### src/rtl/lane_bus_pkg.sv
package lane_bus_pkg;
  localparam int NUM_GP = 4;
  localparam int CODE_W = 3;
  localparam int HALF_N = 2 * NUM_GP;
  localparam int EN_W   = HALF_N + 4;

  // whole-word enable / strobe slots after the byte halves
  localparam int OE_I0  = HALF_N;
  localparam int OE_I1  = HALF_N + 1;
  localparam int OE_ALU = HALF_N + 2;
  localparam int OE_EXT = HALF_N + 3;
  localparam int LD_I0  = HALF_N;
  localparam int LD_I1  = HALF_N + 1;
  localparam int LD_X   = HALF_N + 2;
  localparam int LD_Y   = HALF_N + 3;

  localparam logic [CODE_W-1:0] C_I0 = 3'd4;
  localparam logic [CODE_W-1:0] C_I1 = 3'd5;
  localparam logic [CODE_W-1:0] C_6  = 3'd6; // source: ALU, dest: X
  localparam logic [CODE_W-1:0] C_7  = 3'd7; // source: external, dest: Y

  typedef struct packed {
    logic              valid;
    logic              wide;
    logic [CODE_W-1:0] src;
    logic              src_hi;
    logic [CODE_W-1:0] dst;
    logic              dst_hi;
  } move_t;
endpackage

### src/rtl/lane_bus_dec.sv
module lane_bus_dec
  import lane_bus_pkg::*;
(
  input  move_t           cmd,
  output logic [EN_W-1:0] oe,
  output logic [EN_W-1:0] ld,
  output logic            err
);
  logic src_gp, dst_gp;

  assign src_gp = cmd.src < CODE_W'(NUM_GP);
  assign dst_gp = cmd.dst < CODE_W'(NUM_GP);

  always_comb begin
    oe  = '0;
    ld  = '0;
    err = 1'b0;
    if (cmd.valid) begin
      if (!cmd.wide) begin
        if (src_gp && dst_gp && (cmd.src_hi == cmd.dst_hi)) begin
          for (int g = 0; g < NUM_GP; g++) begin
            if (cmd.src == CODE_W'(g)) oe[2*g + (cmd.src_hi ? 1 : 0)] = 1'b1;
            if (cmd.dst == CODE_W'(g)) ld[2*g + (cmd.dst_hi ? 1 : 0)] = 1'b1;
          end
        end else begin
          err = 1'b1;
        end
      end else begin
        for (int g = 0; g < NUM_GP; g++) begin
          if (cmd.src == CODE_W'(g)) begin
            oe[2*g]   = 1'b1;
            oe[2*g+1] = 1'b1;
          end
          if (cmd.dst == CODE_W'(g)) begin
            ld[2*g]   = 1'b1;
            ld[2*g+1] = 1'b1;
          end
        end
        case (cmd.src)
          C_I0:    oe[OE_I0]  = 1'b1;
          C_I1:    oe[OE_I1]  = 1'b1;
          C_6:     oe[OE_ALU] = 1'b1;
          C_7:     oe[OE_EXT] = 1'b1;
          default: ;
        endcase
        case (cmd.dst)
          C_I0:    ld[LD_I0] = 1'b1;
          C_I1:    ld[LD_I1] = 1'b1;
          C_6:     ld[LD_X]  = 1'b1;
          C_7:     ld[LD_Y]  = 1'b1;
          default: ;
        endcase
      end
    end
  end
endmodule

### src/rtl/lane_bus_regs.sv
module lane_bus_regs
  import lane_bus_pkg::*;
#(
  parameter int LANE_W = 8,
  localparam int BUS_W = 2 * LANE_W
) (
  input  logic                          clk,
  input  logic                          rst,
  input  logic [EN_W-1:0]               ld,
  input  logic [BUS_W-1:0]              bus,
  output logic [HALF_N-1:0][LANE_W-1:0] half_q,
  output logic [3:0][BUS_W-1:0]         word_q   // I0, I1, X, Y
);
  genvar h, k;
  generate
    for (h = 0; h < HALF_N; h++) begin : g_half
      localparam int LANE = h % 2;
      always_ff @(posedge clk) begin
        if (rst)        half_q[h] <= '0;
        else if (ld[h]) half_q[h] <= bus[LANE*LANE_W +: LANE_W];
      end
    end
    for (k = 0; k < 4; k++) begin : g_word
      always_ff @(posedge clk) begin
        if (rst)               word_q[k] <= '0;
        else if (ld[HALF_N+k]) word_q[k] <= bus;
      end
    end
  endgenerate


  x_load_chk: assert property (@(posedge clk) disable iff (rst)
    ld[LD_X] |=> word_q[2] == $past(bus));
endmodule

### src/rtl/lane_bus_mux.sv
module lane_bus_mux
  import lane_bus_pkg::*;
#(
  parameter int LANE_W = 8,
  localparam int BUS_W = 2 * LANE_W
) (
  input  logic                          clk,
  input  logic                          rst,
  input  logic [EN_W-1:0]               oe,
  input  logic [HALF_N-1:0][LANE_W-1:0] half_q,
  input  logic [3:0][BUS_W-1:0]         word_q,
  input  logic [BUS_W-1:0]              alu_z,
  input  logic [BUS_W-1:0]              ext_q,
  output logic [BUS_W-1:0]              bus
);
  logic [LANE_W-1:0] lo, hi;
  logic [BUS_W-1:0]  full;
  logic [NUM_GP+3:0] lo_drv, hi_drv;

  always_comb begin
    lo = '0;
    hi = '0;
    for (int g = 0; g < NUM_GP; g++) begin
      if (oe[2*g])   lo = lo | half_q[2*g];
      if (oe[2*g+1]) hi = hi | half_q[2*g+1];
      lo_drv[g] = oe[2*g];
      hi_drv[g] = oe[2*g+1];
    end
    full = '0;
    if (oe[OE_I0])  full = full | word_q[0];
    if (oe[OE_I1])  full = full | word_q[1];
    if (oe[OE_ALU]) full = full | alu_z;
    if (oe[OE_EXT]) full = full | ext_q;
    lo_drv[NUM_GP+3:NUM_GP] = oe[OE_EXT:OE_I0];
    hi_drv[NUM_GP+3:NUM_GP] = oe[OE_EXT:OE_I0];
  end

  assign bus = {hi, lo} | full;


  lane_lo_onehot_chk: assert property (@(posedge clk) disable iff (rst)
    $onehot0(lo_drv));

  lane_hi_onehot_chk: assert property (@(posedge clk) disable iff (rst)
    $onehot0(hi_drv));
endmodule

### src/rtl/lane_bus_dp.sv
module lane_bus_dp
  import lane_bus_pkg::*;
#(
  parameter int LANE_W = 8,
  localparam int BUS_W = 2 * LANE_W
) (
  input  logic              clk,
  input  logic              rst,
  input  logic              mv_valid,
  input  logic              mv_wide,
  input  logic [2:0]        mv_src,
  input  logic              mv_src_hi,
  input  logic [2:0]        mv_dst,
  input  logic              mv_dst_hi,
  input  logic [BUS_W-1:0]  ext_din,
  output logic [EN_W-1:0]   oe_o,
  output logic [EN_W-1:0]   ld_o,
  output logic              err_o,
  output logic [BUS_W-1:0]  bus_o,
  output logic [BUS_W-1:0]  x_o,
  output logic [BUS_W-1:0]  y_o
);
  move_t                         cmd;
  logic [EN_W-1:0]               dec_oe, dec_ld, oe_q, ld_q;
  logic                          dec_err, err_q;
  logic [BUS_W-1:0]              ext_q, bus, alu_z;
  logic [HALF_N-1:0][LANE_W-1:0] half_q;
  logic [3:0][BUS_W-1:0]         word_q;

  assign cmd = '{valid: mv_valid, wide: mv_wide, src: mv_src, src_hi: mv_src_hi,
                 dst: mv_dst, dst_hi: mv_dst_hi};

  lane_bus_dec u_dec (.cmd(cmd), .oe(dec_oe), .ld(dec_ld), .err(dec_err));

  always_ff @(posedge clk) begin
    if (rst) begin
      oe_q  <= '0;
      ld_q  <= '0;
      err_q <= 1'b0;
      ext_q <= '0;
    end else begin
      oe_q  <= dec_oe;
      ld_q  <= dec_ld;
      err_q <= dec_err;
      ext_q <= ext_din;
    end
  end

  lane_bus_regs #(.LANE_W(LANE_W)) u_regs (
    .clk(clk), .rst(rst), .ld(ld_q), .bus(bus), .half_q(half_q), .word_q(word_q));

  assign alu_z = word_q[2] + word_q[3];

  lane_bus_mux #(.LANE_W(LANE_W)) u_mux (
    .clk(clk), .rst(rst), .oe(oe_q), .half_q(half_q), .word_q(word_q),
    .alu_z(alu_z), .ext_q(ext_q), .bus(bus));

  assign oe_o  = oe_q;
  assign ld_o  = ld_q;
  assign err_o = err_q;
  assign bus_o = bus;
  assign x_o   = word_q[2];
  assign y_o   = word_q[3];


  reject_keeps_state_chk: assert property (@(posedge clk) disable iff (rst)
    err_q |=> ($stable(half_q) && $stable(word_q)));

  idle_quiet_chk: assert property (@(posedge clk) disable iff (rst)
    !mv_valid |=> (oe_q == '0 && ld_q == '0 && !err_q));

  index_full_word_chk: assert property (@(posedge clk) disable iff (rst)
    (ld_q[LD_I0] || ld_q[LD_I1]) |-> ($countones(oe_q & ~EN_W'(32'h0AA)) >= 1
                                       && $countones(oe_q & ~EN_W'(32'h055)) >= 1));

  byte_lane_match_chk: assert property (@(posedge clk) disable iff (rst)
    ($countones(ld_q) == 1 && ld_q[HALF_N-1:0] != '0) |->
      ($countones(oe_q) == 1 && ((ld_q & EN_W'(32'h0AA)) != '0) == ((oe_q & EN_W'(32'h0AA)) != '0)));
endmodule

### config.mk
export PLATFORM = sky130hd
export DESIGN_NAME = lane_bus_dp
export DESIGN_NICKNAME = d
export VERILOG_FILES = /design/src/rtl/lane_bus_pkg.sv /design/src/rtl/lane_bus_dec.sv /design/src/rtl/lane_bus_regs.sv /design/src/rtl/lane_bus_mux.sv /design/src/rtl/lane_bus_dp.sv
export SDC_FILE = /design/constraint.sdc
export NUM_CORES = 1
export LEC_CHECK = 0
export CORE_AREA = 2 2 156 158
export CTS_CLUSTER_SIZE = 24
export DETAILED_ROUTE_END_ITERATION = 16
export DIE_AREA = 0 0 158 160
export HOLD_SLACK_MARGIN = 0.12
export PLACE_DENSITY = 0.63
export RECOVER_POWER = 50
export SYNTH_ARGS = -nofsm -noshare
export SYNTH_HDL_FRONTEND = slang
export SYNTH_HIERARCHICAL = 1
export SYNTH_SLANG_ARGS = --single-unit
### constraint.sdc
create_clock -name clk -period 3.9 [get_ports clk]
set_clock_uncertainty 0.15 [all_clocks]
set_input_delay 0.39 -clock clk [delete_from_list [all_inputs] [get_ports clk]]
set_output_delay 0.39 -clock clk [all_outputs]
set_load 0.01 [all_outputs]
==> results by group, run 1 <==
Status
  • Outcome: finished, violations left
  • Failing checks: capacitance limit, slew limit

Floorplan
  • Chip Width: 158 um
  • I/O pin total: 101
  • Cell row count: 57
  • Initial Utilization: 0.3204
  • Die Y-Extent: 160 um
  • Die area: between 20,000 and 30,000 sq um
  • Core area: 23,820 sq um

Setup path
  • Crit path launch: u_regs/word_q[32]$_SDFFE_PP0P_
  • Cell Chain, Critical Path: ha_1 -> fa_1 -> a21o_2 -> a311oi_4 -> buf_4 -> o21ai_1 -> a311oi_2 -> nor3_1 -> a22oi_2 -> nand4_1 -> dlygate4sd2_1
  • Worst setup EP type: output pin
  • Critical Path AT: 3.25 ns
  • Critical Path RT: 3.36 ns
  • Critical Path Max Stage Delay: around 0.40 ns
  • Startpoint types: flip-flop
  • Critical path class: flip-flop to output pin
  • Critical path fanouts, max: 3
  • Slowest CP cell: fa_1
  • Critical R2R Launch: u_regs/word_q[32]$_SDFFE_PP0P_

Global route
  • Antenna violations before repair: 0
  • Met1 usage: 0.2401
  • First-pass GRT wire length: 31,320 um
  • Vias in the first global route: 5,504
  • Largest net degree at the start of global routing: ~90
  • Total GRT Usage: 0.1623
  • Grt total ovfl: 0
  • Met3 track demand over resource: 0.03555
  • GR Layer Usage met2: 0.2298
  • GRT Max-Usage Layer: met1

Place
  • Gpl congestion: 0.8226
  • Port-buffer cells: 100
  • Final HPWL DP: 13,820 um

Layout
  • Synth-to-layout area growth: 21.27%
  • Layout fillers: 2,424
  • Util after Layout: 0.3885
  • Final net count: 877
  • Most frequent cells in the layout: dfxtp_1 (169), nor2_1 (133), mux2i_1 (129)
  • Diodes inserted: 0
  • Seq. cell area: 3383 sq um
  • Area of the multi-input gates: 3684 sq um
  • Most common cell after layout, fill and taps aside: dfxtp_1
  • Layout cell share with drive strength beyond 1: 0.09338

Routing
  • DR DRC count: 0
  • Post-route ant nets: 0
  • Detailed-router iteration count before antenna repair: 5
  • Post-Route WL: 20,120 um
  • Vias/cell: 4.900
  • DR WL/cell: roughly 17 um
  • 1st-iter DRT viols: 382
  • Vias: roughly 5,700

STA
  • Slew @ Worst Pin: approximately 1.8 ns
  • # setup viols final: 0
  • Relative slew slack: -0.2203
  • RSZ-0062 raised after global routing: yes
  • Final hold violations: 0
  • Final period utilization: 0.9717
  • Min cycle time layout: 3.789 ns
  • Max Freq: 263.9 MHz
  • Final Max Tran Viols: 91

Yosys
  • Syn Std Cell Area: 7631 sq um
  • Gate Count Post-Synth: ~760
  • Synth Register Bits: around 170
  • Sequential fraction of the synthesis area: 0.4434
  • Synth top area share: 0.4434
  • Area contributors post-synth: dfxtp_1 (44%), mux2i_1 (17%), nor2_1 (6.5%), a22oi_1 (5.2%), nor2b_1 (3.5%)
  • YS warnings: 6
  • Post-synth EDFFs: 0
  • Synthesized Nets: 800
  • Synth cell types: 46
  • Synth Area per Inst: 10.09 sq um
  • Top FF cell, synth: dfxtp_1
  • Fraction of registers with async set/reset: 0
  • Area leader, netlist: dfxtp_1

Clock network
  • CTS tree: yes
  • Clk_lat worst skew: 0.43 ns
  • H-tree Lvls: 4
  • Bufs on Longest Clock Path: 2
  • Sink Count: about 170
  • Num CTS Buffers: 17
  • Clock root buffer: clkbuf_16
  • Clk slew on worst S/H paths: 0.06 ns
  • Hold_buf cts: 0

Min path
  • Hold WC Path Type: flip-flop to flip-flop
  • Worst Min Path Start: u_regs/half_q[39]$_SDFFE_PP0P_

Power
  • Clock Power Share: 0.470
  • Combinational Power Share: 0.032
  • Lkg Pwr: 3.368 nW
  • P_int: 2.762 mW
  • Maximum vdd ir drop: approximately 0.32 mV
  • Switching pwr: 0.7535 mW
  • Power consumption: ~3.5 mW
  • Pwr/cell area: between 300 and 400 nW/um^2
  • Switching Fraction: 0.2143
  • Flop pwr share: 0.499

Flow run
  • Max_cap viols: 1
flip-flops by register name, indices dropped and copies added (netlist names):
name and count:
u_regs/word_q 64, ld_o 12, oe_o 12, u_regs/half_q 64, err_o 1, ext_q 16
final cells by class:
class | instances | share of cell area
clock buffers | 25 | 0.05138
clock inverters | 7 | 0.01001
inverters | 5 | 0.002028
multi-input cells | 512 | 0.3981
flip-flops and latches | 169 | 0.3656
well taps | 324 | 0.04381
repair buffers | 128 | 0.1291
cells by family (layout without fill, tap and decap cells):
group / after synthesis / in the layout / share of synthesized area
flops: 169 / 169 / 0.4434
xor+xnor: 16 / 16 / 0.01836
mux: 129 / 129 / 0.1692
fa+ha+maj: 16 / 16 / 0.02722
buf+inv: 75 / 165 / 0.07640
compound gates: 121 / 121 / 0.1195
simple gates: 230 / 230 / 0.1459
path summary, 6_finish.rpt:
check / endpoint / slack, ns / depth (start not counted)
max: bus_o[10] / 0.11 / 11
min: u_regs/half_q[39]$_SDFFE_PP0P_ / 0.34 / 2
max reg2reg: u_regs/half_q[42]$_SDFFE_PP0P_ / 0.67 / 13
min reg2reg: u_regs/half_q[39]$_SDFFE_PP0P_ / 0.34 / 2
layer usage:
layer / routed length (um) / vias up / share of wire
met4: 391 / 0 / 0.019
met1: 10090 / 2727 / 0.50
met3: 1126 / 24 / 0.056
met2: 8509 / 170 / 0.42
li1: - / 2812 / -
met5: 0 / - / 0
metrics by stage:
stage / setup TNS (ns) / worst slack [ns] / area, sq um / instances / hold slack (ns)
2_1_floorplan: 0 / 0.9011 / 7631 / 756 / 0.3108
3_3_place_gp: 0 / 0.2067 / 8648 / 1132 / 0.3235
3_5_place_dp: 0 / 0.2268 / 8648 / 1132 / 0.3316
4_1_cts: 0 / 0.03038 / 9231 / 1165 / 0.3451
5_1_grt: -0.04730 / -0.04730 / 9254 / 1170 / 0.3598
6_report: 0 / 0.1106 / 9254 / 1170 / 0.3440
what timing repair did:
| item | in CTS | in global routing |
|---|---|---|
| buffers inserted | 1 | 5 |
| gates resized for setup | 5 | 3 |
| endpoints found under the hold margin | 0 | 0 |
| pin swaps | 3 | 2 |
| endpoints found under the setup margin | 4 | 6 |
synthesized netlist by cell type, drive strengths merged (3+ instances only):
cell     instances
dfxtp          169
nor2           133
mux2i          129
a22oi           64
buf             55
nor2b           43
a21oi           33
nand4           17
clkbuf          15
ha              15
nand2           10
xnor2           10
o21ai            8
nand3            6
nor3             6
xor2             6
nand4bb          5
inv              4
a21o             3
nor3b            3
o211ai           3
power by group through the flow:
| stage | Combinational [mW] | Clock [mW] | Sequential (mW) |
|---|---|---|---|
| final | 0.111 | 1.65 | 1.75 |
| after global routing | 0.121 | 1.76 | 1.75 |
| after CTS | 0.116 | 1.68 | 1.75 |
| after detailed placement | 0.115 | 0 | 1.79 |
| after global placement | 0.115 | 0 | 1.79 |
| after floorplan | 0.0702 | 0 | 1.78 |
critical path: cells and delay by family (launching register included):
kind	cells	cell delay [ns]
adder cells (fa/ha/maj)	2	0.63
flip-flops	1	0.32
AND/OR/NAND/NOR	2	0.26
AO/OA/AOI/OAI	5	1.12
buffers and inverters	2	0.50
No activity file was read; power rests on OpenSTA's default activity.
==> run 2, diff against run 1 <==
CAP_MARGIN = 10   (was unset)
==> results of run 2 <==
No change in the layout: final DEF, timing and power equal those of run 1.
